$ cat config.mk
export PLATFORM = sky130hd
export DESIGN_NAME = pcs_decoder
export DESIGN_NICKNAME = d
export VERILOG_FILES = /design/src/rtl/pcs_pkg.sv /design/src/rtl/pcs_region_decode.sv /design/src/rtl/pcs_addr_capture.sv /design/src/rtl/pcs_pin_mux.sv /design/src/rtl/pcs_decoder.sv
export SDC_FILE = /design/constraint.sdc
export NUM_CORES = 1
export LEC_CHECK = 0
export ABC_AREA = 0
export ABC_CLOCK_PERIOD_IN_PS = 1000
export BUFFER_PORTS_ARGS = -buffer_cell sky130_fd_sc_hd__buf_4
export CAP_MARGIN = 10
export CELL_PAD_IN_SITES_DETAIL_PLACEMENT = 0
export CELL_PAD_IN_SITES_GLOBAL_PLACEMENT = 1
export CORE_MARGIN = 2
export CORE_UTILIZATION = 23
export CTS_BUF_LIST = sky130_fd_sc_hd__clkbuf_8 sky130_fd_sc_hd__clkbuf_16
export DETAILED_ROUTE_END_ITERATION = 10
export PLACE_DENSITY = 0.71
export SLEW_MARGIN = 20
export SYNTH_ARGS = -nofsm -noshare
export SYNTH_HDL_FRONTEND = slang
export SYNTH_SLANG_ARGS = --single-unit
export TNS_END_PERCENT = 10
$ cat constraint.sdc
create_clock -name clk -period 1 [get_ports clk]
set_input_delay 0.15 -clock clk [delete_from_list [all_inputs] [get_ports clk]]
set_output_delay 0.15 -clock clk [all_outputs]
set_load 0.01 [all_outputs]
$ cat src/rtl/pcs_pkg.sv
package pcs_pkg;
  localparam int PCS_ADDR_W    = 20;
  localparam int PCS_REGION_LG = 8;
  localparam int PCS_NUM_SEL   = 7;
  localparam int PCS_EXT_PIN_A = 5;
  localparam int PCS_EXT_PIN_B = 6;

  typedef struct packed {
    logic a2;
    logic a1;
  } pcs_lat_bits_t;
endpackage

$ cat src/rtl/pcs_region_decode.sv
module pcs_region_decode #(
  parameter int ADDR_W    = pcs_pkg::PCS_ADDR_W,
  parameter int REGION_LG = pcs_pkg::PCS_REGION_LG,
  parameter int NUM_SEL   = pcs_pkg::PCS_NUM_SEL,
  localparam int IDX_W    = $clog2(NUM_SEL + 1),
  localparam int BASE_LSB = REGION_LG + IDX_W,
  localparam int BASE_W   = ADDR_W - BASE_LSB
) (
  input  logic [ADDR_W-1:REGION_LG] ad_hi,
  input  logic                      io_space,
  input  logic [BASE_W-1:0]         base_hi,
  input  logic                      base_io,
  output logic [NUM_SEL-1:0]        hit_d
);
  logic             blk_match;
  logic [IDX_W-1:0] region;

  assign blk_match = (ad_hi[ADDR_W-1:BASE_LSB] == base_hi) && (io_space == base_io);
  assign region    = ad_hi[BASE_LSB-1:REGION_LG];

  for (genvar g = 0; g < NUM_SEL; g++) begin : g_lane
    assign hit_d[g] = blk_match && (region == IDX_W'(g));
  end
endmodule

$ cat src/rtl/pcs_addr_capture.sv
module pcs_addr_capture #(
  parameter int NUM_SEL = pcs_pkg::PCS_NUM_SEL
) (
  input  logic                  clk,
  input  logic                  rst_n,
  input  logic                  ale,
  input  logic                  hold_ack,
  input  logic [NUM_SEL-1:0]    hit_d,
  input  logic [2:1]            ad_lo,
  output logic [NUM_SEL-1:0]    hit_q,
  output pcs_pkg::pcs_lat_bits_t lat_q
);
  logic take;
  assign take = ale && !hold_ack;

  always_ff @(posedge clk) begin
    if (!rst_n) begin
      hit_q <= '0;
      lat_q <= '0;
    end else if (take) begin
      hit_q    <= hit_d;
      lat_q.a1 <= ad_lo[1];
      lat_q.a2 <= ad_lo[2];
    end
  end

  // no address phase, decode state unchanged
  p_idle_stable_r6: assert property (@(posedge clk) disable iff (!rst_n)
    !ale |=> $stable(hit_q));
  // latched bits frozen during hold
  p_hold_freeze_r9: assert property (@(posedge clk) disable iff (!rst_n)
    hold_ack |=> $stable(lat_q));
  // phases during hold ignored
  p_hold_ignore_r7: assert property (@(posedge clk) disable iff (!rst_n)
    hold_ack |=> $stable(hit_q));
endmodule

$ cat src/rtl/pcs_pin_mux.sv
module pcs_pin_mux #(
  parameter int NUM_SEL   = pcs_pkg::PCS_NUM_SEL,
  parameter int EXT_PIN_A = pcs_pkg::PCS_EXT_PIN_A,
  parameter int EXT_PIN_B = pcs_pkg::PCS_EXT_PIN_B
) (
  input  logic                   clk,
  input  logic                   rst_n,
  input  logic [NUM_SEL-1:0]     hit_q,
  input  pcs_pkg::pcs_lat_bits_t lat_q,
  input  logic                   hold_ack,
  input  logic                   sel_ext,
  output logic [NUM_SEL-1:0]     pcs_n
);
  for (genvar g = 0; g < NUM_SEL; g++) begin : g_pin
    logic sel_n;
    assign sel_n = !(hit_q[g] && !hold_ack);
    if (g == EXT_PIN_A) begin : g_a1
      assign pcs_n[g] = sel_ext ? sel_n : lat_q.a1;
    end else if (g == EXT_PIN_B) begin : g_a2
      assign pcs_n[g] = sel_ext ? sel_n : lat_q.a2;
    end else begin : g_plain
      assign pcs_n[g] = sel_n;
    end
  end

  // hold forces every select inactive
  p_hold_high_r7: assert property (@(posedge clk) disable iff (!rst_n)
    (hold_ack && sel_ext) |-> (pcs_n == '1));
  // never more than one select low
  p_onehot_r2: assert property (@(posedge clk) disable iff (!rst_n)
    sel_ext |-> $onehot0(~pcs_n));
endmodule

$ cat src/rtl/pcs_decoder.sv
module pcs_decoder #(
  parameter int ADDR_W    = pcs_pkg::PCS_ADDR_W,
  parameter int REGION_LG = pcs_pkg::PCS_REGION_LG,
  parameter int NUM_SEL   = pcs_pkg::PCS_NUM_SEL,
  localparam int IDX_W    = $clog2(NUM_SEL + 1),
  localparam int BASE_W   = ADDR_W - REGION_LG - IDX_W
) (
  input  logic               clk,
  input  logic               rst_n,
  input  logic               ale,
  input  logic [ADDR_W-1:0]  ad,
  input  logic               io_space,
  input  logic               hold_ack,
  input  logic [BASE_W-1:0]  base_hi,
  input  logic               base_io,
  input  logic               sel_ext,
  output logic [NUM_SEL-1:0] pcs_n
);
  logic [NUM_SEL-1:0]     hit_d;
  logic [NUM_SEL-1:0]     hit_q;
  pcs_pkg::pcs_lat_bits_t lat_q;
  logic                   unused_addr_bits;

  assign unused_addr_bits = ^{ad[REGION_LG-1:3], ad[0]};

  pcs_region_decode #(.ADDR_W(ADDR_W), .REGION_LG(REGION_LG), .NUM_SEL(NUM_SEL)) u_decode (
    .ad_hi    (ad[ADDR_W-1:REGION_LG]),
    .io_space (io_space),
    .base_hi  (base_hi),
    .base_io  (base_io),
    .hit_d    (hit_d)
  );

  pcs_addr_capture #(.NUM_SEL(NUM_SEL)) u_capture (
    .clk      (clk),
    .rst_n    (rst_n),
    .ale      (ale),
    .hold_ack (hold_ack),
    .hit_d    (hit_d),
    .ad_lo    (ad[2:1]),
    .hit_q    (hit_q),
    .lat_q    (lat_q)
  );

  pcs_pin_mux #(.NUM_SEL(NUM_SEL)) u_mux (
    .clk      (clk),
    .rst_n    (rst_n),
    .hit_q    (hit_q),
    .lat_q    (lat_q),
    .hold_ack (hold_ack),
    .sel_ext  (sel_ext),
    .pcs_n    (pcs_n)
  );
endmodule

==> results of run 1 <==
power groups by stage:
| stage | clock network, mW | logic [mW] | registers (mW) |
|---|---|---|---|
| finish | 0.409 | 0.221 | 0.368 |
| global route | 0.441 | 0.242 | 0.367 |
| CTS | 0.422 | 0.224 | 0.367 |
| detailed placement | 0 | 0.223 | 0.373 |
| global placement | 0 | 0.219 | 0.373 |
| floorplan | 0 | 0.0860 | 0.372 |
final timing paths:
kind / startpoint / to / slack, ns / cells past startpoint
worst max register to register: u_capture.lat_q[1] / u_capture.lat_q[1] / 0.40 / 2
worst max-delay path: u_capture.lat_q[1] / pcs_n[6] / -0.02 / 3
worst min-delay path: rst_n / u_capture.lat_q[0] / 0.16 / 2
worst min register to register: u_capture.hit_q[4] / u_capture.hit_q[4] / 0.44 / 2
Yosys cell counts:
master	count	area [um2]
dfxtp_1	9	180
nor2b_1	6	37.5
inv_1	1	3.75
a31oi_1	2	12.5
nor4_4	1	21.3
nor2_1	5	18.8
nand4b_1	3	26.3
mux2i_1	2	20.0
nand2_1	13	48.8
xnor2_1	1	8.76
nor3_1	1	5.00
xor2_1	9	78.8
nand4_1	4	25.0
buf_4	5	37.5
nand3_1	1	5.00
o21ai_1	7	35.0
critical path, cell delays in order, from the launching register on:
cell     delay (ns)
dfxtp_2        0.33
nor2_1         0.04
a31oi_1        0.13
buf_4          0.14
logic make-up (layout without fill, tap and decap cells):
| logic type | count (synthesis) | in the layout | synth area share [%] |
|---|---|---|---|
| mux | 2 | 2 | 3.55 |
| compound gates | 9 | 9 | 8.42 |
| simple gates | 34 | 34 | 33.3 |
| buf+inv | 6 | 46 | 7.32 |
| xor+xnor | 10 | 10 | 15.5 |
| flops | 9 | 9 | 31.9 |
cell usage in the layout (no fill, tap or decap), drive strengths merged, types with 2 or more instances in the layout:
cell type  synthesis  layout
nor2               5       5
buf                5      41
a31oi              2       2
nand4b             3       3
o21ai              7       7
clkbuf             0       3
dfxtp              9       9
nor2b              6       6
xor2               9       9
inv                1       2
mux2i              2       2
nand2             13      13
nand4              4       4
sequential cells by signal, summed over array words and instances, names as in the netlist:
register and cells:
u_capture.lat_q 2, u_capture.hit_q 7
layer usage:
layer / vias to the layer above / share of wire, %
met5: - / 0
met4: 0 / 4.2
met2: 23 / 47
met3: 5 / 6.0
li1: 315 / -
met1: 251 / 43
per-stage QoR:
step	std cells	power, mW	util (%)	cell area, um2
2_1_floorplan	70	0.458	-	564
3_3_place_gp	134	0.591	38.2	870
4_1_cts	138	1.01	40.3	917
6_report	138	0.998	40.4	920
5_1_grt	138	1.05	40.4	920
3_5_place_dp	134	0.596	38.2	870
cell type report:
cell class | count | area [um2]
fill | 236 | 1360
multi-input combinational | 55 | 345
timing repair buffer | 41 | 308
sequential | 9 | 183
clock buffer | 3 | 41.3
tap | 28 | 35.0
clock inverter | 1 | 3.75
inverter | 1 | 3.75
repair_timing:
item                       CTS  global route
pin swaps                    2             0
setup endpoints to repair    2             3
resized for setup            2             1
==> summary.txt, run 1 <==
Global routing
  • Met2 track demand over resource: 17.3%
  • Initial antenna violation count: 0
  • Total Routing Usage GR: 10.7%
  • Remaining global-route overflow: 0
  • First-pass GRT wire length: 2.15 mm
  • GR Util met1: 11.5%
  • GR Layer Usage met3: 2.50%
  • Largest net degree at the start of global routing: 8
  • GR peak layer: met2
  • Vias in the first global route: 553

STA
  • Final Cycle Share: 102%
  • Max Transition Viols Final: 0
  • WHS: 0.161 ns
  • Max-slew headroom: 83.7%
  • Setup TNS: -0.0333 ns
  • # setup viols final: 2
  • Final setup margin: -0.0175 ns
  • Pin slew with the least headroom to its limit: 0.243 ns
  • Min Tclk post-route: 1.02 ns
  • Clock Skew: 0 ns
  • Unrepaired setup endpoints after global routing: true
  • Final hold violation count: 0
  • Max Freq: 983 MHz

Placement
  • GP Congestion: 0.693
  • Dpl ws: -0.175 ns
  • DP HPWL: 1.12 mm
  • Port bufs: 36

Clocking
  • CTS buffer count: 3
  • CTS tree: yes
  • H-Tree Depth: 1
  • Clk_lat worst skew: 0.23 ns
  • CTS Hold Bufs: 0
  • Clock net sink count: 9
  • Clock slew at reported path FFs: 0.04 ns
  • Root buf cell: clkbuf_8
  • Clock Path Buffers: 2
  • Post-CTS Setup Inserts: 0

Synth
  • Cell variety after synth: 16
  • Mapped cell area: 564 um2
  • YS warnings: 0
  • Sequential fraction of the synthesis area: 31.9%
  • Syn_area_per_cell: 8.06 um2
  • Mapped Cells: 70
  • FF+latch count, synth: 9
  • Syn nets: 106

Floorplanning
  • Initial Util: 24.8%
  • Die area: 2870 um2
  • Area of the core: 2280 um2
  • Die Height: 53.5 um
  • Die Wd: 53.5 um
  • Ports: 43
  • Cell row count: 17

Worst hold path
  • Hold WC Path Type: input port to flop

Worst setup path
  • CP startpoint kind: flop
  • CP Capture Type: output port
  • Data arrival, critical path: 0.87 ns
  • Required time worst endpoint: 0.85 ns
  • Critical path class: flop to output port
  • Largest fanout on the critical path: 2

Finish
  • Layout cell share with drive strength beyond 1: 43.6%
  • # nets final: 147
  • N_diodes: 0
  • Area grow syn2layout: 63.0%

Power
  • Combinational Power Share: 22.2%
  • Clock power frac: 41.0%
  • Sequential power share: 36.8%
  • Sw Share: 23.4%
  • Switching Power: 234 uW
  • PwrDens: 1080 nW/um2
  • P_leak: 0.389 nW
  • Internal: 764 uW
  • VDD IR-drop max: 0.549 mV

Detailed routing
  • WL/cell: 9.47 um
  • Initial drt markers: 5
  • Detail Route Antenna Nets: 0
  • Vias: 594
  • Vias/cell: 4.30
  • Residual DRC count: 0
  • Post-Route WL: 1.31 mm
  • Pre-Repair DR Iteration Count: 4

Job
  • Max-cap violations: 0

Outcome
  • Status: finished, violations left
  • Failing checks: negative setup slack
Note: power is estimated with default switching activity, not from simulation.
==> run 2: changes to the inputs <==
==> constraint.sdc (replaced) <==
create_clock -name clk -period 1 [get_ports clk]
set_input_delay 0.2 -clock clk [delete_from_list [all_inputs] [get_ports clk]]
set_output_delay 0.2 -clock clk [all_outputs]
set_load 0.01 [all_outputs]
==> run 2 against run 1 <==
The flow still finishes with violations (negative setup slack). Clock power decreased by 2%. Global-route usage rose by 0.052 points. Sequential share of layout area unchanged. Core utilization did not move. Clock skew did not move. First-iteration DRC count decreased by 20%. Critical path depth did not move. Critical path type unchanged.
==> summary.txt, run 2 (synthesis gave the netlist of run 1 again) <==
Worst setup path
  • Critical Path, Cell by Cell: nor2_2 > a31oi_1 > buf_4
  • Worst R2R Path Depth: 2 (unchanged)
  • Critical path class: flop to output port
  • Largest fanout on the critical path: 2 (unchanged)
  • CP Capture Type: output port
  • CP startpoint kind: flop
  • Top delay family on crit path: flip-flops
  • CP bufs+invs: 1 (unchanged)
  • CP max stage delay: 0.33 ns (about the same)
  • CP max-delay cell: dfxtp_2
  • Worst r2r src: u_capture.lat_q[0]
  • Reg2Reg Capture Point: u_capture.lat_q[0]
  • Data arrival, critical path: 0.87 ns (about the same)
  • Flop-to-flop setup slack: 0.39 ns (about the same)
  • Required time worst endpoint: 0.80 ns (-0.05 ns)

Global routing
  • First-pass GRT wire length: 2.21 mm (+2.9%)
  • Total Routing Usage GR: 10.8% (+0.052 points)
  • Vias in the first global route: 563 (+1.8%)
  • Remaining global-route overflow: 0 (unchanged)
  • Initial antenna violation count: 0 (unchanged)
  • Largest net degree at the start of global routing: 8 (unchanged)

Outcome
  • Status: finished, violations left
  • Failing checks: negative setup slack

Detailed routing
  • Pre-Repair DR Iteration Count: 3 (-1)
  • Post-Route WL: 1.28 mm (-1.8%)
  • Vias/cell: 4.35 (+1.0%)
  • WL/cell: 9.30 um (-1.8%)
  • Vias: 600 (+1.0%)
  • Detail Route Antenna Nets: 0 (unchanged)
  • Residual DRC count: 0 (unchanged)
  • Initial drt markers: 4 (-1)

Clocking
  • CTS buffer count: 3 (unchanged)
  • Clock Path Buffers: 2 (unchanged)
  • Clk_lat worst skew: 0.23 ns (about the same)
  • Clock slew at reported path FFs: 0.04 ns (about the same)
  • Root buf cell: clkbuf_8
  • CTS Hold Bufs: 0 (unchanged)
  • CTS tree: yes
  • H-Tree Depth: 1 (unchanged)
  • Clock net sink count: 9 (unchanged)

STA
  • Final hold violation count: 0 (unchanged)
  • Max-slew headroom: 83.6% (-0.14 points)
  • Min Tclk post-route: 1.07 ns (+0.0515 ns)
  • Max Transition Viols Final: 0 (unchanged)
  • Max Freq: 935 MHz (-4.8%)
  • # setup viols final: 2 (unchanged)
  • Clock Skew: 0 ns (unchanged)
  • Unrepaired setup endpoints after global routing: true
  • Pin slew with the least headroom to its limit: 0.246 ns (+0.00207 ns)
  • Final setup margin: -0.0690 ns (-0.0515 ns)
  • Final Cycle Share: 107% (+5.2 points)

Finish
  • Non-filler cells, final: 138 (unchanged)
  • Commonest non-fill, non-tap cells in the layout: buf_4, nand2_1, xor2_1, o21ai_1, dfxtp_1
  • Biggest regs: u_capture.hit_q (7), u_capture.lat_q (2)
  • # fillers: 239 (+1.3%)
  • Max reg flops: 7 (unchanged)
  • Commonest non-fill, non-tap cell in the layout: buf_4
  • Total area of sequential cells: 183 um2 (unchanged)
  • Area grow syn2layout: 63.0% (unchanged)
  • Top reg by flops: u_capture.hit_q
  • Area of the multi-input gates: 345 um2 (unchanged)
  • N_diodes: 0 (unchanged)
  • Layout cell share with drive strength beyond 1: 43.6% (unchanged)
  • # nets final: 147 (unchanged)
  • Design area: 920 um2 (unchanged)

Worst hold path
  • Hold depth: 2 (unchanged)
  • Hold path startpoint: rst_n
  • Hold endpoint: u_capture.lat_q[0]
  • Hold WC Path Type: input port to flop

Placement
  • Port bufs: 36 (unchanged)
  • DP HPWL: 1.13 mm (+0.76%)
  • Inst Count DP: 134 (unchanged)
  • GP Congestion: 0.693 (unchanged)
  • Cell area after placement: 870 um2 (unchanged)

Floorplanning
  • Cell row count: 17 (unchanged)
  • Die area: 2870 um2 (unchanged)
  • Die Wd: 53.5 um (unchanged)
  • Die Height: 53.5 um (unchanged)
  • Ports: 43 (unchanged)
  • Initial Util: 24.8% (unchanged)
  • Area of the core: 2280 um2 (unchanged)

Power
  • VDD IR-drop max: 0.550 mV (+0.27%)
  • Sw Share: 22.9% (-0.57 points)
  • P_leak: 0.389 nW (unchanged)
  • Sequential power share: 37.2% (+0.4 points)
  • PwrDens: 1080 nW/um2 (-0.81%)
  • Combinational Power Share: 22.4% (+0.2 points)
  • Switching Power: 226 uW (-3.2%)
  • Internal: 763 uW (about the same)
  • Clock power frac: 40.5% (-0.5 points)

Job
  • Max-cap violations: 0 (unchanged)
-- run 2: through the flow --
stage	util (%)	hold slack [ns]	power, mW	setup WS (ns)	setup TNS (ns)
4_1_cts	40.3	0.209	1.01	-0.0761	-0.151
5_1_grt	40.4	0.243	1.05	-0.110	-0.542
3_3_place_gp	38.2	0.440	0.591	-0.202	-1.37
3_5_place_dp	38.2	0.442	0.596	-0.215	-1.46
6_report	40.4	0.215	0.990	-0.0690	-0.136
2_1_floorplan	-	0.328	0.458	-0.0597	-0.387
-- run 2: area by class of cell --
class / instances / area share [%]
clock inverters: 1 / 0.408
multi-input cells: 55 / 37.6
repair buffers: 41 / 33.5
flip-flops and latches: 9 / 19.9
well taps: 28 / 3.81
inverters: 1 / 0.408
clock buffers: 3 / 4.49
-- run 2: power by group through the flow --
stage	Clock (mW)	Sequential, mW	Combinational [mW]
2_1_floorplan	0	0.372	0.0860
3_3_place_gp	0	0.373	0.219
3_5_place_dp	0	0.373	0.223
4_1_cts	0.424	0.367	0.224
5_1_grt	0.439	0.367	0.244
6_report	0.400	0.368	0.222
-- run 2: timing repair --
item | in CTS | in global routing
resized for setup | 2 | 1
endpoints found under the setup margin | 2 | 9
pin swaps | 2 | 0
buffers inserted | 0 | 0
-- run 2: worst max path at each step --
| stage | start | endpoint | slack [ns] | depth (start not counted) |
|---|---|---|---|---|
| floorplan | base_hi[4] | u_capture.hit_q[0] | -0.06 | 4 |
| global placement | base_hi[4] | u_capture.hit_q[4] | -0.20 | 6 |
| detailed placement | base_hi[4] | u_capture.hit_q[4] | -0.22 | 6 |
| CTS | u_capture.lat_q[0] | pcs_n[5] | -0.08 | 3 |
| global route | u_capture.lat_q[0] | pcs_n[5] | -0.11 | 3 |
| finish | u_capture.lat_q[0] | pcs_n[5] | -0.07 | 3 |
-- run 2: per-layer routing --
metal / track usage (%) / part of all wire, % / up-vias
li1: - / - / 316
met1: 12.5 / 43 / 258
met4: 8.97 / 3.1 / 0
met2: 17.5 / 48 / 22
met3: 1.67 / 5.8 / 4
met5: 0 / 0 / -
